--- config.mk ---
export PLATFORM = sky130hd
export DESIGN_NAME = serial_shift_engine
export DESIGN_NICKNAME = d
export VERILOG_FILES = /design/src/rtl/sse_pkg.sv /design/src/rtl/sse_rst_sync.sv /design/src/rtl/sse_bit_sync.sv /design/src/rtl/sse_bit_rev.sv /design/src/rtl/sse_cell_timer.sv /design/src/rtl/serial_shift_engine.sv
export SDC_FILE = /design/constraint.sdc
export NUM_CORES = 1
export LEC_CHECK = 0
export ABC_AREA = 0
export BUFFER_PORTS_ARGS = -buffer_cell sky130_fd_sc_hd__clkbuf_2
export CAP_MARGIN = 25
export CORE_MARGIN = 2
export CORE_UTILIZATION = 55
export DETAILED_ROUTE_END_ITERATION = 16
export GPL_TIMING_DRIVEN = 1
export PLACE_DENSITY_LB_ADDON = 0.1
export SLEW_MARGIN = 20
export SYNTH_ARGS = -nofsm -noshare
export SYNTH_HDL_FRONTEND = slang
export SYNTH_SLANG_ARGS = --single-unit
--- constraint.sdc ---
create_clock -name clk -period 4.4 [get_ports clk]
set_input_delay 0.44 -clock clk [delete_from_list [all_inputs] [get_ports clk]]
set_output_delay 0.44 -clock clk [all_outputs]
set_load 0.05 [all_outputs]
--- src/rtl/sse_pkg.sv ---
`timescale 1ns/1ps
package sse_pkg;
  typedef enum logic [1:0] {
    SSE_REG_PLAIN   = 2'd0,
    SSE_REG_REVERSE = 2'd1,
    SSE_REG_DIVISOR = 2'd2,
    SSE_REG_COUNT   = 2'd3
  } sse_reg_e;
endpackage

--- src/rtl/sse_rst_sync.sv ---
`timescale 1ns/1ps
// Asserts asynchronously, releases on the clock.
module sse_rst_sync #(
  parameter int STAGES = 2
) (
  input  logic clk,
  input  logic rst_n,
  output logic rst_n_sync_o
);
  logic [STAGES-1:0] pipe_q;

  always_ff @(posedge clk or negedge rst_n) begin
    if (!rst_n) pipe_q <= '0;
    else        pipe_q <= {pipe_q[STAGES-2:0], 1'b1};
  end

  assign rst_n_sync_o = pipe_q[STAGES-1];
endmodule

--- src/rtl/sse_bit_sync.sv ---
`timescale 1ns/1ps
// Multi-flop synchroniser for the serial receive input.
module sse_bit_sync #(
  parameter int   STAGES  = 2,
  parameter logic RST_VAL = 1'b1
) (
  input  logic clk,
  input  logic rst_n,
  input  logic d_i,
  output logic q_o
);
  logic [STAGES-1:0] pipe_q;

  always_ff @(posedge clk or negedge rst_n) begin
    if (!rst_n) pipe_q <= {STAGES{RST_VAL}};
    else        pipe_q <= {pipe_q[STAGES-2:0], d_i};
  end

  assign q_o = pipe_q[STAGES-1];
endmodule

--- src/rtl/sse_bit_rev.sv ---
`timescale 1ns/1ps
// Pure wiring: out[i] = in[W-1-i].
module sse_bit_rev #(
  parameter int W = 64
) (
  input  logic [W-1:0] in_i,
  output logic [W-1:0] out_o
);
  for (genvar i = 0; i < W; i++) begin : g_rev
    assign out_o[i] = in_i[W-1-i];
  end
endmodule

--- src/rtl/sse_cell_timer.sv ---
`timescale 1ns/1ps
// Bit-cell phase counter: high half first, shift point at the falling edge.
module sse_cell_timer #(
  parameter int DIV_W = 16
) (
  input  logic             clk,
  input  logic             rst_n,
  input  logic             start_i,
  input  logic             run_i,
  input  logic [DIV_W-1:0] div_i,     // already clamped to >= 2
  output logic             shift_o,
  output logic             cell_end_o,
  output logic             clk_high_o
);
  logic [DIV_W-1:0] phase_q, phase_d;
  logic [DIV_W-1:0] half, last;
  logic             phase_en;

  assign half = div_i >> 1;
  assign last = div_i - 1'b1;

  always_comb begin
    phase_d  = phase_q;
    phase_en = start_i | run_i;
    if (start_i)              phase_d = '0;
    else if (phase_q == last) phase_d = '0;
    else                      phase_d = phase_q + 1'b1;
  end

  always_ff @(posedge clk or negedge rst_n) begin
    if (!rst_n)        phase_q <= '0;
    else if (phase_en) phase_q <= phase_d;
  end

  assign shift_o    = run_i && (phase_q == half - 1'b1);
  assign cell_end_o = run_i && (phase_q == last);
  assign clk_high_o = run_i && (phase_q < half);
endmodule

--- src/rtl/serial_shift_engine.sv ---
`timescale 1ns/1ps
module serial_shift_engine #(
  parameter int DATA_W = 64,
  parameter int DIV_W  = 16,
  parameter int SYNC_N = 2
) (
  input  logic              clk,
  input  logic              rst_n,
  input  logic              wr_en_i,
  input  logic [1:0]        wr_addr_i,
  input  logic [DATA_W-1:0] wr_data_i,
  input  logic [1:0]        rd_addr_i,
  output logic [DATA_W-1:0] rd_data_o,
  input  logic              rxd_i,
  output logic              txd_o,
  output logic              txc_o,
  output logic              busy_o
);
  import sse_pkg::*;

  localparam int CNT_W = $clog2(DATA_W + 1);
  localparam logic [CNT_W-1:0] CNT_MAX = CNT_W'(DATA_W);
  localparam logic [DIV_W-1:0] DIV_MIN = DIV_W'(2);

  logic              rst_n_s;
  logic              rxd_s;
  logic [DATA_W-1:0] shreg_q, shreg_d, shreg_rev, wr_rev;
  logic [DIV_W-1:0]  div_q, div_d, div_eff;
  logic [CNT_W-1:0]  cnt_q, cnt_d, cnt_wr, cnt_eff;
  logic [CNT_W-1:0]  left_q, left_d;
  logic              busy_q, busy_d;
  logic              txd_q, txd_d;
  logic              idle_wr, start, last_cell;
  logic              shift_pt, cell_end, clk_high;
  logic              shreg_en, div_en, cnt_en, left_en, busy_en, txd_en;
  sse_reg_e          wr_sel, rd_sel;

  sse_rst_sync #(.STAGES(2)) u_rst (
    .clk(clk), .rst_n(rst_n), .rst_n_sync_o(rst_n_s)
  );

  sse_bit_sync #(.STAGES(SYNC_N), .RST_VAL(1'b1)) u_rxd_sync (
    .clk(clk), .rst_n(rst_n_s), .d_i(rxd_i), .q_o(rxd_s)
  );

  sse_bit_rev #(.W(DATA_W)) u_rev_rd (.in_i(shreg_q),   .out_o(shreg_rev));
  sse_bit_rev #(.W(DATA_W)) u_rev_wr (.in_i(wr_data_i), .out_o(wr_rev));

  sse_cell_timer #(.DIV_W(DIV_W)) u_timer (
    .clk(clk), .rst_n(rst_n_s), .start_i(start), .run_i(busy_q),
    .div_i(div_eff), .shift_o(shift_pt), .cell_end_o(cell_end),
    .clk_high_o(clk_high)
  );

  assign wr_sel    = sse_reg_e'(wr_addr_i);
  assign rd_sel    = sse_reg_e'(rd_addr_i);
  assign idle_wr   = wr_en_i && !busy_q;
  assign start     = idle_wr && (wr_sel == SSE_REG_COUNT);
  assign div_eff   = (div_q < DIV_MIN) ? DIV_MIN : div_q;
  assign cnt_wr    = wr_data_i[CNT_W-1:0];
  assign last_cell = (left_q == CNT_W'(1));

  // Count clamp: 0 -> 1, above width -> width.
  always_comb begin
    if (cnt_wr == '0)          cnt_eff = CNT_W'(1);
    else if (cnt_wr > CNT_MAX) cnt_eff = CNT_MAX;
    else                       cnt_eff = cnt_wr;
  end

  // Host register next state.
  always_comb begin
    div_d  = div_q;
    div_en = 1'b0;
    cnt_d  = cnt_q;
    cnt_en = 1'b0;
    if (idle_wr && wr_sel == SSE_REG_DIVISOR) begin
      div_d  = wr_data_i[DIV_W-1:0];
      div_en = 1'b1;
    end
    if (start) begin
      cnt_d  = cnt_wr;
      cnt_en = 1'b1;
    end
  end

  // Shift register next state: host write when idle, shift at falling bit clock.
  always_comb begin
    shreg_d  = shreg_q;
    shreg_en = 1'b0;
    if (idle_wr && wr_sel == SSE_REG_PLAIN) begin
      shreg_d  = wr_data_i;
      shreg_en = 1'b1;
    end else if (idle_wr && wr_sel == SSE_REG_REVERSE) begin
      shreg_d  = wr_rev;
      shreg_en = 1'b1;
    end else if (shift_pt) begin
      shreg_d  = {rxd_s, shreg_q[DATA_W-1:1]};
      shreg_en = 1'b1;
    end
  end

  // Transfer control next state.
  always_comb begin
    busy_d  = busy_q;
    busy_en = 1'b0;
    left_d  = left_q;
    left_en = 1'b0;
    txd_d   = txd_q;
    txd_en  = 1'b0;
    if (start) begin
      busy_d  = 1'b1;
      busy_en = 1'b1;
      left_d  = cnt_eff;
      left_en = 1'b1;
      txd_d   = shreg_q[0];
      txd_en  = 1'b1;
    end else if (cell_end) begin
      if (last_cell) begin
        busy_d  = 1'b0;
        busy_en = 1'b1;
        txd_d   = 1'b1;
        txd_en  = 1'b1;
      end else begin
        left_d  = left_q - 1'b1;
        left_en = 1'b1;
        txd_d   = shreg_q[0];
        txd_en  = 1'b1;
      end
    end
  end

  always_ff @(posedge clk or negedge rst_n_s) begin
    if (!rst_n_s) begin
      shreg_q <= '0;
      div_q   <= '0;
      cnt_q   <= '0;
      left_q  <= '0;
      busy_q  <= 1'b0;
      txd_q   <= 1'b1;
    end else begin
      if (shreg_en) shreg_q <= shreg_d;
      if (div_en)   div_q   <= div_d;
      if (cnt_en)   cnt_q   <= cnt_d;
      if (left_en)  left_q  <= left_d;
      if (busy_en)  busy_q  <= busy_d;
      if (txd_en)   txd_q   <= txd_d;
    end
  end

  always_comb begin
    unique case (rd_sel)
      SSE_REG_PLAIN:   rd_data_o = shreg_q;
      SSE_REG_REVERSE: rd_data_o = shreg_rev;
      SSE_REG_DIVISOR: rd_data_o = DATA_W'(div_q);
      SSE_REG_COUNT:   rd_data_o = DATA_W'(cnt_q);
      default:         rd_data_o = '0;
    endcase
  end

  assign txd_o  = busy_q ? txd_q : 1'b1;
  assign txc_o  = clk_high;
  assign busy_o = busy_q;
endmodule

-- Word level (Yosys, flattened, before mapping)
Index checks and enable logic that the tools add are counted.
- register bits: 116
- bits in latches: 0
- bits in writable memories: 0
- bits in read-only memories: 0
- bits of input ports: 72
- output and inout port bits: 67
- word-level logic and storage cells: 80
- memories kept: 0
- add/subtract/negate cells: 4
- multiply operators: 0
- div/mod/pow operators: 0
- order comparisons: 3
- equality and inequality tests: 10
- shift operators: 0
- muxes and demuxes: 32
- bitwise gates (word level): 1
- reduce and logical (&&, ||, !) cells: 21
- operators by type and width (cell ; count):
    64-bit case mux with 4 select lines ; 1
    64-bit 2-to-1 mux ; 3
    16-bit 2-to-1 mux ; 3
    7-bit 2-to-1 mux ; 5
    16-bit equality test ; 2
    1-bit 2-to-1 mux ; 20
    16-bit by 1-bit adder with 16-bit output (second input constant) ; 1
    16-bit by 15-bit less-than comparator with 1-bit output ; 1
    16-bit by 2-bit less-than comparator with 1-bit output (second input constant) ; 1
    15-bit by 1-bit subtractor with 16-bit output (second input constant) ; 1
    16-bit by 1-bit subtractor with 16-bit output (second input constant) ; 1
    2-bit equality test (second input constant) ; 4
    1-bit logical AND ; 8
    2-bit AND reduction ; 4
    7-bit by 1-bit equality test with 1-bit output (second input constant) ; 1
    7-bit > comparator (second input constant) ; 1
    7-bit zero test ; 1
    7-bit by 1-bit subtractor with 7-bit output (second input constant) ; 1
    3-bit AND reduction ; 2
    2-bit by 1-bit equality test with 1-bit output (second input constant) ; 2
    2-bit zero test ; 2
    2-bit nonzero test ; 2
    3-bit nonzero test ; 1
    2-bit by 1-bit != test with 1-bit output (second input constant) ; 1
    other kinds (2) ; 2

-- Longest topological paths before layout
Gate-level depths: netlist of the first run.
- depth in word-level cells: 9
- mapped depth: 16
- depth with buffers taken out: 14

-- Modules after synthesis
From an unflattened synthesis of the first run, not the netlist that was laid out.
- cell total of the unflattened synthesis: 1105
- area total of the unflattened synthesis: 9744.3 µm²
- by module, submodules not included (module ; instances ; cells each ; area an instance (µm²) ; sequential area each (µm²)):
    serial_shift_engine ; 1 ; 650 ; 6182.2 ; 2403.6
    sse_cell_timer ; 1 ; 322 ; 2494.9 ; 400.4
    sse_bit_rev ; 2 ; 64 ; 480.5 ; 0.0
    sse_rst_sync ; 1 ; 3 ; 53.8 ; 50.0
    sse_bit_sync ; 1 ; 2 ; 52.6 ; 52.6

-- Worst setup path after synthesis of the first run
No wires, ideal clock.
- kind: register -> register
- start point: register div_q[10]
- end point: register u_timer.phase_q[7]
- setup time: 0.121 ns
- data arrival time: 3.594 ns
- required time: 4.279 ns
- slack: 0.685 ns
- cell stages (with the launch flop): 16
- path buffers: 2
- clock period less this slack: 3.715 ns
- path through: dfrtp_1 buf_6 nor4_4 nand3_2 o21a_2 inv_2 ha_1 or4b_4 nor2_1 mux2i_1 nand4_1 a2111oi_4 a21boi_1 buf_2 a21o_1 a22o_1
- word-level cells in the longest chain between the ends: 6
- ends and longest elaborated chain (what ; line ; source):
    start, declared ; serial_shift_engine.sv:28 ; logic [DIV_W-1:0] div_q, div_d, div_eff;
    start signal, assigned ; serial_shift_engine.sv:142 ; if (div_en) div_q <= div_d;
    16-bit by 2-bit less-than comparator with 1-bit output ; serial_shift_engine.sv:59 ; assign div_eff = (div_q < DIV_MIN) ? DIV_MIN : div_q;
    16-bit 2-to-1 mux (*) ; serial_shift_engine.sv:59 ;
    16-bit by 1-bit subtractor with 16-bit output (*) ; sse_cell_timer.sv:20 ; assign last = div_i - 1'b1;
    16-bit equality test (*) ; sse_cell_timer.sv:26 ; else if (phase_q == last) phase_d = '0;
    16-bit 2-to-1 mux (*) ; sse_cell_timer.sv:26 ;
    16-bit 2-to-1 mux (*) ; sse_cell_timer.sv:25 ; if (start_i) phase_d = '0;
    end signal, assigned ; sse_cell_timer.sv:32 ; else if (phase_en) phase_q <= phase_d;
    end, declared ; sse_cell_timer.sv:15 ; logic [DIV_W-1:0] phase_q, phase_d;
Mark *: on every way between the ends. The rest lies on a longest branch, timed or not.
A chain may end at the register's enable or synchronous reset.

-- Final worst setup path of the first run
- start point: register div_q[12]
- end point: register u_timer.phase_q[10]
Same word-level chain as after synthesis.

==> impl_metrics.toml, run 1 <==
[die]
start_util_pct = 56.7
coreArea_um2 = 15300
rows = 45
dieArea_um2 = 16800
die_y_um = 130
ioPinCount = 139
die_w_um = 130

[critical_path]
crit_buf_inv = 0
path_cells = "nor4_4 -> nand3_2 -> nor2_1 -> a21oi_1 -> ha_1 -> or3b_1 -> nor3_2 -> or4b_1 -> a311o_1 -> a22oi_2 -> and2_1 -> nand2b_1 -> o311ai_0"
slowest_delay_ns = 0.48
cpMaxStageDelayCell = "dfrtp_1"
arrival_ns = 4.25
path_class = "reg2reg"
crit_path_end_kind = "flop"
path_max_fanout = 6
crit_path_start_kind = "flop"
cp_data_required_time_ns = 4.66
crit_family = "simple AND/OR/NAND/NOR gates"

[layout]
fill_cells = 1330
nets = 1156
diodes = 0
register_area_um2 = 2910
layout-drive-gt1-share_pct = 20.9
multi_input_area_um2 = 5300
syn_to_final_growth_pct = 15.2

[global_route]
grt_pass1_vias = 6830
antenna_found_initial = 0
grt_pass1_wl_mm = 35.4
grt-ovfl-total = 0
grt_use_total_pct = 26.8
grt_max_degree = 69

[sta]
clock_skew_ns = 0.0105
max_slew_margin_pct = 32.3
fin_crit_ns = 3.99
rsz0062_at_grt = "false"
fin_setup_tns_ns = 0
slew_viol_final = 0
fin_crit_sh_pct = 90.7
holdWs_ns = 0.104
final-hold-violation-count = 0
setup-violations-final = 0
max_freq_ghz = 0.251
tightest_slew_ns = 1.01

[flow_run]
drv_cap = 0

[yosys]
synth_common_cells = "124 x mux2i_1, 113 x dfrtp_1, 76 x nand2_1"
synth.distinct_cells = 71
yosysMostFrequentCell = "mux2i_1"
async_flop_share_pct = 100
synthCells = 973
synthesis.area_um2 = 8680
synth-edff-count = 0
yosys_most_used_dff = "dfrtp_1"
ys.warnings.count = 0
yosysSeqAreaShare_pct = 33.5
ys_ff_latch = 116
synth_top_area_share_pct = 32.6
yosysTopAreaCell = "dfrtp_1"
syn_avg_cell_area_um2 = 8.92
synthTopCellsByArea = "dfrtp_1 33%, mux2i_1 14%, a211oi_1 5.8%"
syn-num-nets = 1065

[placed_design]
io_buffers = 138
gp_congestion = 0.923
hpwl_mm = 15.7

[pwr]
cellLeakagePower_nw = 4.22
ir_drop_uv = 350
power.density_nw_per_um2 = 548

[clock_tree]
cts_setup_buffers = 0
cts_resized = 0
cts.sinks = 116
clk_latency_ns = 0.42
cts.clk_slew.worst_paths_ns = 0.06
cts.htree.levels = 4
cts_buffers = 17
cts_tree = "yes"
clk_path_buf_depth = 2
cts-root-buf = "clkbuf_16"

[routing]
drtIter0Drc = 525
drc = 0
antenna_left = 0
via_count = 7484
drtPass1Iterations = 5
finalWirelength_mm = 21.9
wl_per_cell_um = 17.0
via_per_inst = 5.82

[run_status]
status = "finished clean"

[min_path]
hold_class = "in2reg"
[worst reg2reg max path: cells and delay by family (launching register included)]
family          cells  cell delay [ns]
flops               1             0.48
simple gates        8             2.13
fa+ha+maj           1             0.28
compound gates      4             0.95
[layout by cell type, fill, tap and decap left out, types with 6 or more instances in the layout]
cell and count:
buf_4 21, inv_1 20, nor2_1 74, xor2_1 16, o21a_1 7, nand2_1 76
nor3_1 8, a21oi_1 73, dfrtp_1 112, nand4_1 7, nand3_1 34, clkbuf_2 136
nor2b_1 68, a22o_1 7, mux2i_1 124, o21ai_0 36, clkbuf_16 17, a31oi_1 8
a21o_1 11, ha_1 20, a211oi_1 67, xnor2_1 16, nand3b_1 7, mux4_2 7
nand2b_1 6
[kinds of logic after synthesis]
group	Yosys count	share of synthesized area, %
AO/OA/AOI/OAI	234	17.7
adder cells (fa/ha/maj)	20	2.88
multiplexers	139	17.2
AND/OR/NAND/NOR	323	19.7
buffers and inverters	108	5.75
XOR/XNOR	32	3.23
other	1	0.0432
flip-flops	116	33.5
[worst paths after layout]
path	from	slack [ns]	end	depth (start not counted)
max	div_q[12]	0.41	u_timer.phase_q[10]	13
max reg2reg	div_q[12]	0.41	u_timer.phase_q[10]	13
max in group asynchronous	u_rst.pipe_q[1]	3.08	shreg_q[42]	1
min in group asynchronous	rst_n	0.34	u_rst.pipe_q[1]	2
min	rxd_i	0.10	u_rxd_sync.pipe_q[0]	1
min reg2reg	u_rst.pipe_q[0]	0.35	u_rst.pipe_q[1]	0
[sequential cells by signal, summed over array words and instances (netlist names)]
register,count
busy_o,1
cnt_q,7
div_q,16
left_q,7
shreg_q,64
txd_q,1
u_rst.pipe_q,2
u_rxd_sync.pipe_q,2
u_timer.phase_q,16
[repair_timing]
item / 4_1_cts / 5_1_grt
hold buffers: 1 / 0
setup endpoints to repair: 0 / 5
endpoints found under the hold margin: 2 / 0
[stage by stage]
| stage | util (%) | worst slack, ns | instance area, um^2 | total power, mW | instances |
|---|---|---|---|---|---|
| detailed placement | 61.4 | 0.349 | 9410 | 4.10 | 1255 |
| CTS | 65.3 | 0.323 | 10000 | 5.50 | 1287 |
| finish | 65.3 | 0.409 | 10000 | 5.48 | 1287 |
| global route | 65.3 | 0.0539 | 10000 | 5.83 | 1287 |
| global placement | 61.4 | 0.439 | 9410 | 4.07 | 1255 |
| floorplan | - | 0.685 | 8680 | 3.53 | 973 |
[power by group]
group,switching [mW],leakage (nW),total (mW),internal [mW]
Clock,0.495,0.285,1.38,0.888
Combinational,1.41,2.60,2.26,0.851
Sequential,0.462,1.34,1.83,1.37
[layer usage]
layer	vias to the layer above	wire [um]	track usage (%)
met1	3556	10700	38.6
met2	191	9790	40.9
met5	-	0	0
met3	40	973	4.58
met4	0	473	9.11
li1	3697	-	-
[area by class of cell]
| class | instances | area share [%] |
|---|---|---|
| flip-flops and latches | 116 | 29.1 |
| well taps | 211 | 2.64 |
| inverters | 21 | 0.788 |
| repair buffers | 159 | 8.68 |
| clock buffers | 23 | 4.88 |
| clock inverters | 8 | 0.988 |
| multi-input cells | 749 | 52.9 |
No activity file was read; power rests on OpenSTA's default activity.
==> run 2, diff against run 1 <==
--- a/config.mk
+++ b/config.mk
@@ -8,11 +8,14 @@
 export ABC_AREA = 0
 export BUFFER_PORTS_ARGS = -buffer_cell sky130_fd_sc_hd__clkbuf_2
 export CAP_MARGIN = 25
+export CORE_ASPECT_RATIO = 1.4
 export CORE_MARGIN = 2
 export CORE_UTILIZATION = 55
+export CTS_BUF_LIST = sky130_fd_sc_hd__clkbuf_16
 export DETAILED_ROUTE_END_ITERATION = 16
 export GPL_TIMING_DRIVEN = 1
 export PLACE_DENSITY_LB_ADDON = 0.1
+export REMOVE_ABC_BUFFERS = 1
 export SLEW_MARGIN = 20
 export SYNTH_ARGS = -nofsm -noshare
 export SYNTH_HDL_FRONTEND = slang
==> run 2 against run 1 <==
Critical path depth up 1. Total power up 2.4%. Final cell count down 0.78%. Largest cell class unchanged. Highest routed layer unchanged.
==> impl_metrics.toml, run 2 (synthesis gave the netlist of run 1 again) <==
[sta]
slew_viol_final = 0
max_slew_margin_pct = 42.0
final-hold-violation-count = 0
fin_crit_sh_pct = 92.6
tightest_slew_ns = 0.868
clock_skew_ns = 0.00996
layout_setup_ws_ns = 0.324
setup-violations-final = 0
fin_crit_ns = 4.08
max_freq_ghz = 0.245

[flow_run]
drv_cap = 0

[global_route]
grt_max_degree = 79
grt-ovfl-total = 0
grt_use_total_pct = 27.4
grt_pass1_wl_mm = 36.8
antenna_found_initial = 0
grt_pass1_vias = 7295

[layout]
fin_util_pct = 64.9
largest_reg_flops = 64
regMostFlops = "shreg_q"
syn_to_final_growth_pct = 16.2
final-instance-count-excl-fill = 1277
largest_registers = "shreg_q (64), div_q (16), u_timer.phase_q (16)"
nets = 1160
diodes = 0
final_common_cell = "clkbuf_2"
final_cell_mix = "136 x clkbuf_2, 124 x mux2i_1, 112 x dfrtp_1, 76 x nand2_1"
layout-drive-gt1-share_pct = 21.5
fill_cells = 1372

[die]
coreArea_um2 = 15500
die_y_um = 153
die_w_um = 110
start_util_pct = 55.9
rows = 54
ioPinCount = 139
dieArea_um2 = 16800

[critical_path]
cpMaxStageDelayCell = "or4b_4"
arrival_ns = 4.37
path_cells = "nor4_4 -> nand3_2 -> o21a_2 -> inv_2 -> ha_1 -> or4b_4 -> nor2_1 -> mux2i_1 -> nand4_1 -> a2111oi_4 -> a21boi_1 -> buf_4 -> a21o_1 -> a22o_1"
path_max_fanout = 20
path_class = "reg2reg"
crit_path_start_kind = "flop"
crit_path_end_kind = "flop"
slowest_delay_ns = 0.53
cp_data_required_time_ns = 4.69

[clock_tree]
clk_latency_ns = 0.41
cts-root-buf = "clkbuf_16"
cts.sinks = 116
cts.clk_slew.worst_paths_ns = 0.06
cts.htree.levels = 4
clk_path_buf_depth = 2
cts_tree = "yes"
cts_buffers = 17
cts_resized = 0

[routing]
drc = 0
antenna_left = 0
wl_per_cell_um = 17.6
drtIter0Drc = 443
finalWirelength_mm = 22.5
via_count = 7614
via_per_inst = 5.96
drtPass1Iterations = 5

[placed_design]
io_buffers = 138
hpwl_mm = 15.9
gp_congestion = 0.949
post-place-ws_ns = 0.316
place_inst = 1242

[pwr]
power.density_nw_per_um2 = 557
cellLeakagePower_nw = 4.26
ir_drop_uv = 319

[min_path]
hold_class = "in2reg"

[run_status]
status = "finished clean"
==> run 2: changes by cell type in the layout (fill, tap and decap cells not counted) <==
cell        before  now
clkbuf_8         4    0
clkinv_4         0    4
buf_4           21   23
bufinv_16        2    4
clkbuf_1         2    0
clkinv_2         3    1
buf_12           1    2
buf_8            0    1
clkinv_1         0    1
clkinvlp_4       2    3
inv_8            0    1
nor2_1          74   73
nor2_4           0    1
==> run 2: through the flow <==
step	total power, mW	cell area [um^2]	hold slack (ns)	setup TNS (ns)
after CTS	5.63	10100	0.0912	0
after global placement	4.09	9410	0.226	0
after detailed placement	4.13	9420	0.228	0
after global routing	5.97	10100	0.0911	-0.00356
after floorplan	3.43	8260	0.144	-268.69
final	5.61	10100	0.107	0
==> run 2: repair_timing <==
item / 4_1_cts / 5_1_grt
endpoints found under the hold margin: 2 / 0
hold buffers: 1 / 0
setup buffers: 0 / 1
endpoints found under the setup margin: 0 / 11
==> run 2: report_power, final <==
| part | total, mW | internal (mW) | leakage [nW] | switching [mW] |
|---|---|---|---|---|
| Combinational | 2.32 | 0.865 | 2.62 | 1.46 |
| Clock | 1.48 | 0.953 | 0.299 | 0.528 |
| Sequential | 1.81 | 1.37 | 1.34 | 0.440 |
| Total | 5.61 | 3.19 | 4.26 | 2.42 |
==> run 2: final timing paths <==
path / cells past startpoint / from / endpoint / slack (ns)
min in group asynchronous: 0 / u_rst.pipe_q[1] / left_q[3] / 0.33
worst max register to register: 14 / div_q[12] / u_timer.phase_q[7] / 0.32
worst max-delay path: 14 / div_q[12] / u_timer.phase_q[7] / 0.32
worst min register to register: 0 / u_rst.pipe_q[1] / left_q[3] / 0.33
worst min-delay path: 1 / rxd_i / u_rxd_sync.pipe_q[0] / 0.11
max in group asynchronous: 1 / u_rst.pipe_q[1] / div_q[10] / 3.09
==> run 2: critical path, delay by kind of cell (launching register included) <==
kind / cells / cell delay, ns
simple gates: 5 / 1.48
mux: 1 / 0.22
fa+ha+maj: 1 / 0.24
flops: 1 / 0.48
buf+inv: 2 / 0.31
compound gates: 5 / 1.23
==> run 2: final cells by class <==
class	count	area (um^2)	share of cell area (%)
clock inverters	15	206	2.05
inverters	21	78.8	0.781
flip-flops and latches	116	2910	28.9
repair buffers	163	918	9.10
multi-input cells	749	5300	52.6
well taps	196	245	2.43
clock buffers	17	425	4.22
==> run 2: routing by layer <==
metal / share of wire, % / vias up / GRT usage (%)
li1: - / 3704 / -
met1: 43 / 3683 / 36.0
met2: 51 / 197 / 46.1
met3: 4.3 / 30 / 4.45
met4: 2.2 / 0 / 7.68
met5: 0 / - / 0
==> run 3, diff against run 2 <==
--- a/config.mk
+++ b/config.mk
@@ -10,7 +10,7 @@
 export CAP_MARGIN = 25
 export CORE_ASPECT_RATIO = 1.4
 export CORE_MARGIN = 2
-export CORE_UTILIZATION = 55
+export CORE_UTILIZATION = 33
 export CTS_BUF_LIST = sky130_fd_sc_hd__clkbuf_16
 export DETAILED_ROUTE_END_ITERATION = 16
 export GPL_TIMING_DRIVEN = 1
==> run 3 against run 2 <==
Sequential share of layout area decreased by 0.34 points. Clock skew about the same. Routed wire length increased by 12%. Sequential cell count unchanged. Die area increased by 64%. Register-to-register slack about the same. Maximum frequency decreased by 0.24%. Combinational power about the same. Design area increased by 1.2%. Via count decreased by 1.7%. Total power decreased by 2.6%. Critical path depth unchanged. Critical path type unchanged.
==> impl_metrics.toml, run 3 (synthesis gave the netlist of run 1 again) <==
[critical_path]
arrival_ns = 4.37
path_cells = "nor4_4 -> nand3_2 -> o21a_2 -> inv_2 -> ha_1 -> or4b_4 -> nor3_2 -> a2bb2oi_1 -> nand4_1 -> a2111oi_4 -> buf_4 -> and2_1 -> nand2b_1 -> o311ai_0"
slowest_delay_ns = 0.52
crit_path_end_kind = "flop"
cp.depth = 14
crit_buf_inv = 2
cpMaxStageDelayCell = "or4b_4"
path_class = "reg2reg"
path_max_fanout = 6
crit_family = "simple AND/OR/NAND/NOR gates"
cp_data_required_time_ns = 4.68
crit_path_start_kind = "flop"
rr_worst_depth = 14

[clock_tree]
cts-root-buf = "clkbuf_16"
cts.htree.levels = 4
clk_path_buf_depth = 2
clk_latency_ns = 0.43
cts_tree = "yes"
cts_buffers = 17
cts.clk_slew.worst_paths_ns = 0.06
cts.sinks = 116

[pwr]
p_clk_share_pct = 23.7
ir_drop_uv = 292
combPwrFrac_pct = 42.8
power.density_nw_per_um2 = 536
cellLeakagePower_nw = 4.24
pwr-share-seq_pct = 33.6
switchingPower_mw = 2.46
internal_power_mw = 3.01
p_sw_share_pct = 44.9

[layout]
fill_cells = 2732
syn_to_final_growth_pct = 17.6
layout-drive-gt1-share_pct = 21.6
final-instance-count-excl-fill = 1407
final_cell_mix = "135 x clkbuf_2, 124 x mux2i_1, 112 x dfrtp_1, 76 x nand2_1"
nets = 1162
final_common_cell = "clkbuf_2"
fin_area_um2 = 10200
largest_reg_flops = 64
regMostFlops = "shreg_q"
diodes = 0
largest_registers = "shreg_q (64), div_q (16), u_timer.phase_q (16)"

[routing]
drc = 0
drtPass1Iterations = 5
antenna_left = 0
via_per_inst = 5.32
finalWirelength_mm = 25.3
via_count = 7488
drtIter0Drc = 207
wl_per_cell_um = 18.0

[sta]
clock_skew_ns = 0.00963
tightest_slew_ns = 0.974
fin_crit_sh_pct = 92.9
setup-violations-final = 0
max_slew_margin_pct = 34.9
holdWs_ns = 0.0926
rsz0062_at_grt = "false"
final-hold-violation-count = 0
slew_viol_final = 0
fin_crit_ns = 4.09
layout_setup_ws_ns = 0.315
max_freq_ghz = 0.245

[min_path]
hold_class = "in2reg"
holdPathStages = 1

[global_route]
grt_pass1_wl_mm = 41.0
grt_max_degree = 89
grt_use_total_pct = 18.7
grt_pass1_vias = 7475
antenna_found_initial = 0
grt-ovfl-total = 0

[die]
start_util_pct = 33.4
ioPinCount = 139
coreArea_um2 = 26000
dieArea_um2 = 27600
rows = 70
die_y_um = 196
die_w_um = 141

[flow_run]
drv_cap = 0

[placed_design]
gp_congestion = 0.853
place_area_um2 = 9650
post-place-ws_ns = 0.336
io_buffers = 138
hpwl_mm = 18.1
place_inst = 1374

[run_status]
status = "finished clean"
-- run 3: stage by stage --
stage | total power [mW] | setup TNS (ns) | util [%]
after global routing | 5.86 | 0 | 39.2
after detailed placement | 4.20 | 0 | 37.1
after global placement | 4.18 | 0 | 37.1
after floorplan | 3.43 | -268.69 | -
final | 5.47 | 0 | 39.2
after CTS | 5.52 | 0 | 39.2
-- run 3: layer usage --
| layer | routed length (um) | GRT usage, % | vias to the layer above |
|---|---|---|---|
| li1 | - | - | 3701 |
| met1 | 11100 | 23.5 | 3636 |
| met2 | 13000 | 32.9 | 126 |
| met3 | 728 | 3.12 | 25 |
| met4 | 425 | 5.44 | 0 |
| met5 | 0 | 0 | - |
-- run 3: final timing paths --
path	start	end	slack [ns]
setup / recovery	div_q[12]	u_timer.phase_q[8]	0.31
hold / removal	rxd_i	u_rxd_sync.pipe_q[0]	0.09
setup reg to reg	div_q[12]	u_timer.phase_q[8]	0.31
hold reg to reg	u_rst.pipe_q[1]	shreg_q[0]	0.34
max in group asynchronous	u_rst.pipe_q[1]	shreg_q[45]	3.06
min in group asynchronous	rst_n	u_rst.pipe_q[0]	0.33
-- run 3: timing repair --
item                                    CTS  global route
gates resized for setup                   0             3
endpoints found under the setup margin    0             1
setup buffers                             0             0
endpoints found under the hold margin     2             0
hold buffers                              1             0
-- run 3: final cells by class --
type | instances | area (um^2) | area share [%]
Multi-Input combinational cell | 749 | 5310 | 52.0
Clock buffer | 17 | 425 | 4.17
Tap cell | 324 | 405 | 3.97
Inverter | 21 | 78.8 | 0.772
Sequential cell | 116 | 2910 | 28.5
Timing Repair Buffer | 165 | 966 | 9.46
Clock inverter | 15 | 118 | 1.15
-- run 3: power groups by stage --
stage	combinational (mW)	clock [mW]	sequential, mW
finish	2.34	1.30	1.83
global route	2.57	1.39	1.90
CTS	2.35	1.33	1.84
detailed placement	2.34	0	1.86
global placement	2.33	0	1.85
floorplan	1.68	0	1.75
